==> src/rtl/ext_irq_pkg.sv <==
package ext_irq_pkg;
    localparam int REG_W    = 8;
    localparam int EN_BIT   = 7;
    localparam int FLAG_BIT = 3;
    localparam int CLR_BIT  = 1;

    typedef struct packed {
        logic en;
        logic flag;
    } irq_reg_t;
endpackage

==> src/rtl/ext_irq_trig.sv <==
module ext_irq_trig #(
    parameter int NUM_PORT = 4,
    parameter bit PORT_EN  = 1'b1
) (
    input  logic                irq_pin_n,
    input  logic [NUM_PORT-1:0] port_pins,
    output logic                trig_now
);
    logic port_any;

    generate
        if (PORT_EN) begin : g_port
            assign port_any = |port_pins;
        end else begin : g_noport
            logic unused_ports;
            assign unused_ports = ^port_pins;
            assign port_any = 1'b0;
        end
    endgenerate

    assign trig_now = ~irq_pin_n | port_any;
endmodule

==> src/rtl/ext_irq_detect.sv <==
module ext_irq_detect #(
    parameter bit LEVEL_MODE = 1'b0
) (
    input  logic clk,
    input  logic rst_n,
    input  logic trig_now,
    output logic set_req
);
    logic trig_d, trig_q;

    always_comb begin
        trig_d = trig_now;
    end

    always_ff @(posedge clk or negedge rst_n) begin
        if (!rst_n) trig_q <= 1'b0;
        else        trig_q <= trig_d;
    end

    generate
        if (LEVEL_MODE) begin : g_level
            logic unused_hist;
            assign unused_hist = trig_q;
            assign set_req = trig_now;
        end else begin : g_edge
            assign set_req = trig_now & ~trig_q;
        end
    endgenerate
endmodule

==> src/rtl/ext_irq_regs.sv <==
module ext_irq_regs
    import ext_irq_pkg::*;
(
    input  logic             clk,
    input  logic             rst_n,
    input  logic             set_req,
    input  logic             vec_ack,
    input  logic             reg_wr_en,
    input  logic [REG_W-1:0] reg_wdata,
    input  logic             cpu_imask,
    output logic [REG_W-1:0] reg_rdata,
    output logic             irq_req
);
    irq_reg_t st_d, st_q;
    logic     clr_hit;
    logic     unused_wbits;

    assign unused_wbits = ^{reg_wdata[REG_W-2:CLR_BIT+1], reg_wdata[CLR_BIT-1:0]};

    always_comb begin
        st_d    = st_q;
        clr_hit = vec_ack | (reg_wr_en & reg_wdata[CLR_BIT]);
        if (reg_wr_en) st_d.en = reg_wdata[EN_BIT];
        if (set_req)      st_d.flag = 1'b1;
        else if (clr_hit) st_d.flag = 1'b0;
    end

    always_ff @(posedge clk or negedge rst_n) begin
        if (!rst_n) begin
            st_q.en   <= 1'b1;
            st_q.flag <= 1'b0;
        end else begin
            st_q <= st_d;
        end
    end

    always_comb begin
        reg_rdata           = '0;
        reg_rdata[EN_BIT]   = st_q.en;
        reg_rdata[FLAG_BIT] = st_q.flag;
    end

    assign irq_req = st_q.flag & st_q.en & ~cpu_imask;
endmodule

==> src/rtl/ext_irq_latch.sv <==
module ext_irq_latch
    import ext_irq_pkg::*;
#(
    parameter int NUM_PORT   = 4,
    parameter bit PORT_EN    = 1'b1,
    parameter bit LEVEL_MODE = 1'b0
) (
    input  logic                clk,
    input  logic                rst_n,
    input  logic                irq_pin_n,
    input  logic [NUM_PORT-1:0] port_pins,
    input  logic                reg_wr_en,
    input  logic [REG_W-1:0]    reg_wdata,
    output logic [REG_W-1:0]    reg_rdata,
    input  logic                cpu_imask,
    input  logic                vec_ack,
    output logic                irq_req,
    output logic                pin_level
);
    logic trig_now;
    logic set_req;

    ext_irq_trig #(.NUM_PORT(NUM_PORT), .PORT_EN(PORT_EN)) u_trig (
        .irq_pin_n (irq_pin_n),
        .port_pins (port_pins),
        .trig_now  (trig_now)
    );

    ext_irq_detect #(.LEVEL_MODE(LEVEL_MODE)) u_detect (
        .clk      (clk),
        .rst_n    (rst_n),
        .trig_now (trig_now),
        .set_req  (set_req)
    );

    ext_irq_regs u_regs (
        .clk       (clk),
        .rst_n     (rst_n),
        .set_req   (set_req),
        .vec_ack   (vec_ack),
        .reg_wr_en (reg_wr_en),
        .reg_wdata (reg_wdata),
        .cpu_imask (cpu_imask),
        .reg_rdata (reg_rdata),
        .irq_req   (irq_req)
    );

    assign pin_level = trig_now;
endmodule

==> config.mk <==
export PLATFORM = sky130hd
export DESIGN_NAME = ext_irq_latch
export DESIGN_NICKNAME = d
export VERILOG_FILES = /design/src/rtl/ext_irq_pkg.sv /design/src/rtl/ext_irq_trig.sv /design/src/rtl/ext_irq_detect.sv /design/src/rtl/ext_irq_regs.sv /design/src/rtl/ext_irq_latch.sv
export SDC_FILE = /design/constraint.sdc
export NUM_CORES = 1
export LEC_CHECK = 0
export ABC_AREA = 1
export BUFFER_PORTS_ARGS = -buffer_cell sky130_fd_sc_hd__clkbuf_2
export CORE_AREA = 2 2 39 41
export CTS_CLUSTER_SIZE = 8
export DETAILED_ROUTE_END_ITERATION = 10
export DIE_AREA = 0 0 41 43
export PLACE_DENSITY_LB_ADDON = 0.12
export SETUP_SLACK_MARGIN = 0.15
export SLEW_MARGIN = 0
export SYNTH_ARGS = -nofsm -noshare
export SYNTH_HDL_FRONTEND = slang
export SYNTH_SLANG_ARGS = --single-unit
export TNS_END_PERCENT = 5
==> constraint.sdc <==
create_clock -name clk -period 1.3 [get_ports clk]
set_input_delay 0.195 -clock clk [delete_from_list [all_inputs] [get_ports clk]]
set_output_delay 0.195 -clock clk [all_outputs]
set_load 0.1 [all_outputs]
# Word-level counts from Yosys, hierarchy flattened
# Index checks and enable logic that the tools add are counted.
# Widths: inputs -> output; s select.
# word_totals
ff_bits	3
elab_cells	16
# op_classes
n_mux	2
bitwise_logic	9
reduce_logical	2
# op_table
operator	count
$and 1x1->1	4
$reduce_or 4->1	1
$not 1->1	3
$mux 1	2
$or 1x1->1	2
$reduce_bool 2->1	1

# Depth between registers and ports, before layout
# Gate-level depths: netlist of the first run.
# logic_depth
depth_word	4
depth_mapped	4
mapped_depth_nobuf	4

# By module
# Synthesis of the first run repeated with hierarchy kept, for this count alone.
# unflattened
hier_cells	25
area_unflattened_um2	187.7
# modules_own_cells
mod	n_inst	cells_each	area_each_um2	seq_area_each_um2
ext_irq_regs	1	19	140.1	51.3
ext_irq_detect	1	3	35.0	25.0
ext_irq_trig	1	3	12.5	0.0

# Worst setup path after synthesis of the first run
# Ideal clock, no wire load.
# synth_path
path_type	register to output
from	reg u_regs.st_q, in the netlist u_regs.reg_rdata[3]
to	out irq_req
arrival_ps	2306
t_required_ps	1105
setup_slack_ps	-1201
stages_incl_launch_ff	3
path_cell_list	dfrtp_1 > nand2_1 > nor2_1
# synth_via
elab_chain_len	2
# synth_rtl
item	line_no	text
start: declaration	ext_irq_regs.sv:14	irq_reg_t st_d, st_q;
start signal: assignment	ext_irq_regs.sv:33	st_q <= st_d;
$and 1x1->1 (2 in series)	ext_irq_regs.sv:43	assign irq_req = st_q.flag & st_q.en & ~cpu_imask;
end: declaration	ext_irq_latch.sv:17	output logic irq_req,
# Every way passes these cells.

# Worst setup path after layout of the first run
# layout_path
from	reg u_regs.st_q, in the netlist u_regs.reg_rdata[7]
to	out irq_req
# The elaborated chain is that of the path after synthesis.

==> results of run 1 <==
metrics by stage:
stage | power [mW] | utilization (%) | cells | setup slack [ns] | area, um2
2_1_floorplan | 0.239 | - | 28 | -0.260 | 219
3_3_place_gp | 0.265 | 23.8 | 53 | 0.128 | 329
3_5_place_dp | 0.266 | 23.8 | 53 | 0.120 | 329
4_1_cts | 0.441 | 26.9 | 59 | -0.0812 | 373
5_1_grt | 0.456 | 26.9 | 59 | -0.104 | 373
6_report | 0.434 | 26.9 | 59 | -0.0649 | 373
flip-flops by register name, indices dropped and copies added, names as in the netlist:
name,count
u_detect.trig_q,1
u_regs.reg_rdata,2
area by class of cell:
type | instances | area [um2]
Timing Repair Buffer | 17 | 153
Multi-Input combinational cell | 17 | 85.1
Fill cell | 154 | 1010
Sequential cell | 3 | 81.3
Inverter | 2 | 7.51
Clock buffer | 4 | 26.3
Tap cell | 16 | 20.0
placed cells by master, fill, tap and decap left out:
cell type | netlist | layout
o21ai_0 | 1 | 1
nand3_1 | 1 | 1
dfrtp_1 | 2 | 1
nor2_4 | 0 | 1
nand2_1 | 5 | 4
dfstp_4 | 0 | 1
clkbuf_4 | 0 | 3
nor2_1 | 3 | 2
dfrtp_2 | 0 | 1
dlygate4sd3_1 | 0 | 1
nand3b_1 | 1 | 1
buf_4 | 6 | 1
clkbuf_2 | 0 | 11
conb_1 | 1 | 6
buf_12 | 0 | 4
clkbuf_1 | 0 | 1
nand2_4 | 0 | 1
inv_1 | 2 | 2
per-layer routing:
metal	wire [um]	vias up	share of wire, %	track usage [%]
met5	0	-	0	0
li1	-	99	-	-
met1	179	67	41	5.81
met4	0	0	0	4.00
met3	56	0	13	4.71
met2	204	17	46	8.44
worst register-to-register path, stage by stage (launching register included):
cell,delay [ns]
dfstp_4,0.62
buf_4,0.12
inv_1,0.03
o21ai_0,0.17
cells by family (layout without fill, tap and decap cells):
| family | Yosys count | count (layout) | share of synthesized area (%) |
|---|---|---|---|
| AND/OR/NAND/NOR | 10 | 10 | 23.6 |
| buffers and inverters | 8 | 23 | 29.2 |
| flip-flops | 3 | 3 | 42.4 |
| other | 1 | 6 | 2.08 |
| AO/OA/AOI/OAI | 1 | 1 | 2.78 |
repair_timing:
item | 4_1_cts | 5_1_grt
setup endpoints to repair | 2 | 2
setup buffers | 1 | 0
endpoints found under the hold margin | 3 | 0
pin swaps | 1 | 0
hold buffers | 1 | 0
power by group:
group / switching [mW] / total (mW) / internal (mW) / leakage [nW]
Combinational: 0.126 / 0.164 / 0.0385 / 0.156
Clock: 0.0480 / 0.163 / 0.115 / 0.0150
Sequential: 0.00463 / 0.107 / 0.102 / 0.0322
Total: 0.178 / 0.434 / 0.256 / 0.203
how the worst max path moves through the flow:
stage                                     from  endpoint  slack, ns  cells past startpoint
2_1_floorplan  u_regs.reg_rdata[7]$_DFFE_PN1P_   irq_req      -0.26                      2
3_3_place_gp   u_regs.reg_rdata[7]$_DFFE_PN1P_   irq_req       0.13                      3
3_5_place_dp   u_regs.reg_rdata[7]$_DFFE_PN1P_   irq_req       0.12                      3
4_1_cts        u_regs.reg_rdata[7]$_DFFE_PN1P_   irq_req      -0.08                      3
5_1_grt        u_regs.reg_rdata[7]$_DFFE_PN1P_   irq_req      -0.10                      3
6_report       u_regs.reg_rdata[7]$_DFFE_PN1P_   irq_req      -0.06                      3
synthesized netlist by cell type:
cell type  count
buf_4          6
nand3b_1       1
inv_1          2
dfstp_2        1
o21ai_0        1
nand2_1        5
nor2_1         3
dfrtp_1        2
nand3_1        1
conb_1         1
==> results.yml, run 1 <==
critical_path:
  cp_data_arrival_time_ns: 1.17
  cpLargestDelayFamily: "flip-flops"
  end_kind: "output port"
  timing.rr.end: "u_regs.reg_rdata[7]$_DFFE_PN1P_"
  ff2ff_path_depth: 3
  worst-path-buf-inv: 1
  worstPathMaxFanout: 2
  worstPathRequired_ns: 1.11
  crit_path_start_kind: "register"
  crit_path_max_incr_delay_ns: 0.62
  r2r_start: "u_regs.reg_rdata[7]$_DFFE_PN1P_"
  r2r_slack_ns: 0.28
  crit_chain: "nand2_4 -> nor2_4 -> buf_12"
  slowest_stage: "dfstp_4"
  path_class: "register to output port"
clocking:
  htree_levels: 1
  post_cts_resized: 0
  cts_sinks: 3
  cts_tree: "done"
  clkTransAtPathRegs_ns: 0.04
  clock_latency_ns: 0.23
  clockRootBuffer: "clkbuf_4"
  cts_made_buffers: 3
  cts.path.max_buffers: 2
sta:
  hold_viol: 0
  final-setup-viol-count: 2
  fmaxAchievable_mhz: 733
  fin_crit_ns: 1.36
  hold_ws_ns: 0.176
  finalWorstSetupSlack_ns: -0.0649
  tns_ns: -0.0919
  fin_worst_skew_ns: 0.0000110
  drv_slew: 0
  rsz0062_at_grt: "true"
  min_period_over_period_pct: 105
status:
  violations: "negative setup slack"
  status: "finished with violations"
logic_synthesis:
  ys.warnings.count: 0
  synth_area_leaders: "dfrtp_1 (28%), buf_4 (25%), dfstp_2 (15%), nand2_1 (10%), nor2_1 (6.3%)"
  netlist_instances: 23
  netlist_area_um2: 180
  ys_seq_elements: 3
  avgSynthCellArea_um2: 7.83
  synth.largest_area_cell: "dfrtp_1"
  seq_area_frac_synth_pct: 42.4
  synth_top_cell_area_share_pct: 27.8
  synthDistinctLibCells: 10
routing:
  route.detailed.drc: 0
  vias: 183
  avgRoutedWirePerCell_um: 7.46
  wl_um: 440
  drtIter0Drc: 2
  ant_nets: 0
  avgViaCountPerCell: 3.10
  drt_pass1_iterations: 2
power_and_ir_drop:
  ir_worst_vdd_v: 0.000676
  p_per_area_nw_per_um2: 1160
  p_leak_nw: 0.203
hold_path:
  hold_path.class: "input port to register"
  min_from: "reg_wr_en"
  min_path_cells: 2
  min_to: "u_regs.reg_rdata[7]$_DFFE_PN1P_"
grt:
  grt_first_pass_wirelength_um: 648
  grt_pass1_vias: 187
  antenna_found_initial: 0
  grt_max_degree: 4
  overflow: 0
  grt_usage_pct: 6.03
floorplanning:
  row_count: 14
  die_y_um: 43
  fp.coreArea_um2: 1380
  die_w_um: 41
  io_pins: 28
  die-area_um2: 1760
  initial_core_util_pct: 13.0
final_layout:
  drive_gt1_share_pct: 53.5
  n_antenna_cell: 0
  area_growth_pct: 107
  nNetsFinal: 62
place:
  place_congestion: 0.534
  dpl.hpwl_um: 346
  portBuffers: 15
run:
  cap_violations: 0
(Power assumes the default switching activity.)
==> run 2: changes to the inputs <==
Settings changed: PLACE_DENSITY_LB_ADDON 0.12 to default, RECOVER_POWER from default to 50.
==> results.yml, run 2 (synthesis gave the netlist of run 1 again) <==
sta:
  finalWorstSetupSlack_ns: -0.0616
  hold_viol: 0
  min_period_over_period_pct: 105
  hold_ws_ns: 0.166
  fin_crit_ns: 1.36
  fmaxAchievable_mhz: 734
  drv_slew: 0
  fin_worst_skew_ns: 0.00277
  rsz0062_at_grt: "true"
  final-setup-viol-count: 2
place:
  place_congestion: 0.596
  dp.cells: 53
  portBuffers: 15
critical_path:
  timing.rr.end: "u_regs.reg_rdata[7]$_DFFE_PN1P_"
  r2r_start: "u_regs.reg_rdata[7]$_DFFE_PN1P_"
  ff2ff_path_depth: 3
  end_kind: "output port"
  worstPathRequired_ns: 1.11
  worstPathMaxFanout: 2
  crit_path_start_kind: "register"
  crit_path_start: "u_regs.reg_rdata[7]$_DFFE_PN1P_"
  r2r_slack_ns: 0.29
  path_class: "register to output port"
  cp_data_arrival_time_ns: 1.17
floorplanning:
  initial_core_util_pct: 13.0
  io_pins: 28
  row_count: 14
  fp.coreArea_um2: 1380
  die_w_um: 41
  die-area_um2: 1760
  die_y_um: 43
clocking:
  post_cts_resized: 0
  cts.path.max_buffers: 2
  htree_levels: 1
  cts_sinks: 3
  cts_made_buffers: 3
  cts_tree: "done"
  clock_latency_ns: 0.23
  clkTransAtPathRegs_ns: 0.04
  clockRootBuffer: "clkbuf_4"
grt:
  grt_pass1_vias: 157
  antenna_found_initial: 0
  grt_max_degree: 4
  overflow: 0
  grt_usage_pct: 5.14
  grt_first_pass_wirelength_um: 510
power_and_ir_drop:
  ir_worst_vdd_v: 0.000359
  p_per_area_nw_per_um2: 1160
  p_leak_nw: 0.200
  p_total_mw: 0.431
routing:
  wl_um: 373
  route.detailed.drc: 0
  drt_pass1_iterations: 2
  avgRoutedWirePerCell_um: 6.32
  ant_nets: 0
  avgViaCountPerCell: 3.20
  vias: 189
  drtIter0Drc: 2
final_layout:
  final_cell_mix: "clkbuf_2 (10), conb_1 (6), nand2_1 (4), buf_12 (4), clkbuf_4 (3)"
  instances_no_fill: 59
  utilization_pct: 26.9
  seqCellArea_um2: 81.3
  nNetsFinal: 62
  multiInputGateArea_um2: 85.1
  largest_reg_flops: 2
  fillers: 148
  final_common_cell: "clkbuf_2"
  n_antenna_cell: 0
  drive_gt1_share_pct: 51.2
  area_growth_pct: 106
run:
  cap_violations: 0
hold_path:
  hold_path.class: "input port to register"
  min_to: "u_regs.reg_rdata[7]$_DFFE_PN1P_"
  min_path_cells: 2
  min_from: "reg_wr_en"
status:
  status: "finished with violations"
  violations: "negative setup slack"
[run 2: worst max path at each step]
stage / depth (start not counted) / endpoint
final: 3 / irq_req
after global routing: 3 / irq_req
after CTS: 3 / irq_req
after detailed placement: 3 / irq_req
after global placement: 3 / irq_req
after floorplan: 2 / irq_req
[run 2: layout make-up]
class / count / area share [%]
Timing Repair Buffer: 17 / 40.7
Multi-Input combinational cell: 17 / 22.9
Sequential cell: 3 / 21.9
Clock buffer: 4 / 7.07
Tap cell: 16 / 5.39
Inverter: 2 / 2.02
[run 2: routing by layer]
metal | vias to the layer above | part of all wire, % | GRT usage, % | wire length, um
met5 | - | 0 | 0 | 0
met4 | 0 | 0 | 2.00 | 0
met3 | 0 | 24 | 6.81 | 89
met2 | 21 | 35 | 6.56 | 131
met1 | 70 | 41 | 4.55 | 152
li1 | 98 | - | - | -
[run 2: stage by stage]
stage	cell area [um2]	setup slack (ns)	TNS (ns)
6_report	372	-0.0616	-0.0929
5_1_grt	372	-0.0978	-0.155
4_1_cts	373	-0.0750	-0.114
3_5_place_dp	329	0.130	0
3_3_place_gp	329	0.133	0
2_1_floorplan	219	-0.260	-0.658
[run 2: worst max-delay path, stage by stage (launching register included)]
cell     delay, ns
dfstp_4       0.62
nand2_4       0.05
nor2_4        0.09
buf_12        0.18
[run 2: what timing repair did]
action / CTS / global route
endpoints found under the setup margin: 2 / 2
buffers inserted: 1 / 0
hold buffers: 1 / 0
pin swaps: 1 / 0
hold endpoints to repair: 3 / 0
gates cloned: 0 / 0
[run 2: power by group]
part,leakage [nW],total [mW],internal (mW),switching [mW]
clock,0.0150,0.160,0.115,0.0456
combinational,0.153,0.163,0.0381,0.125
sequential,0.0322,0.107,0.102,0.00461
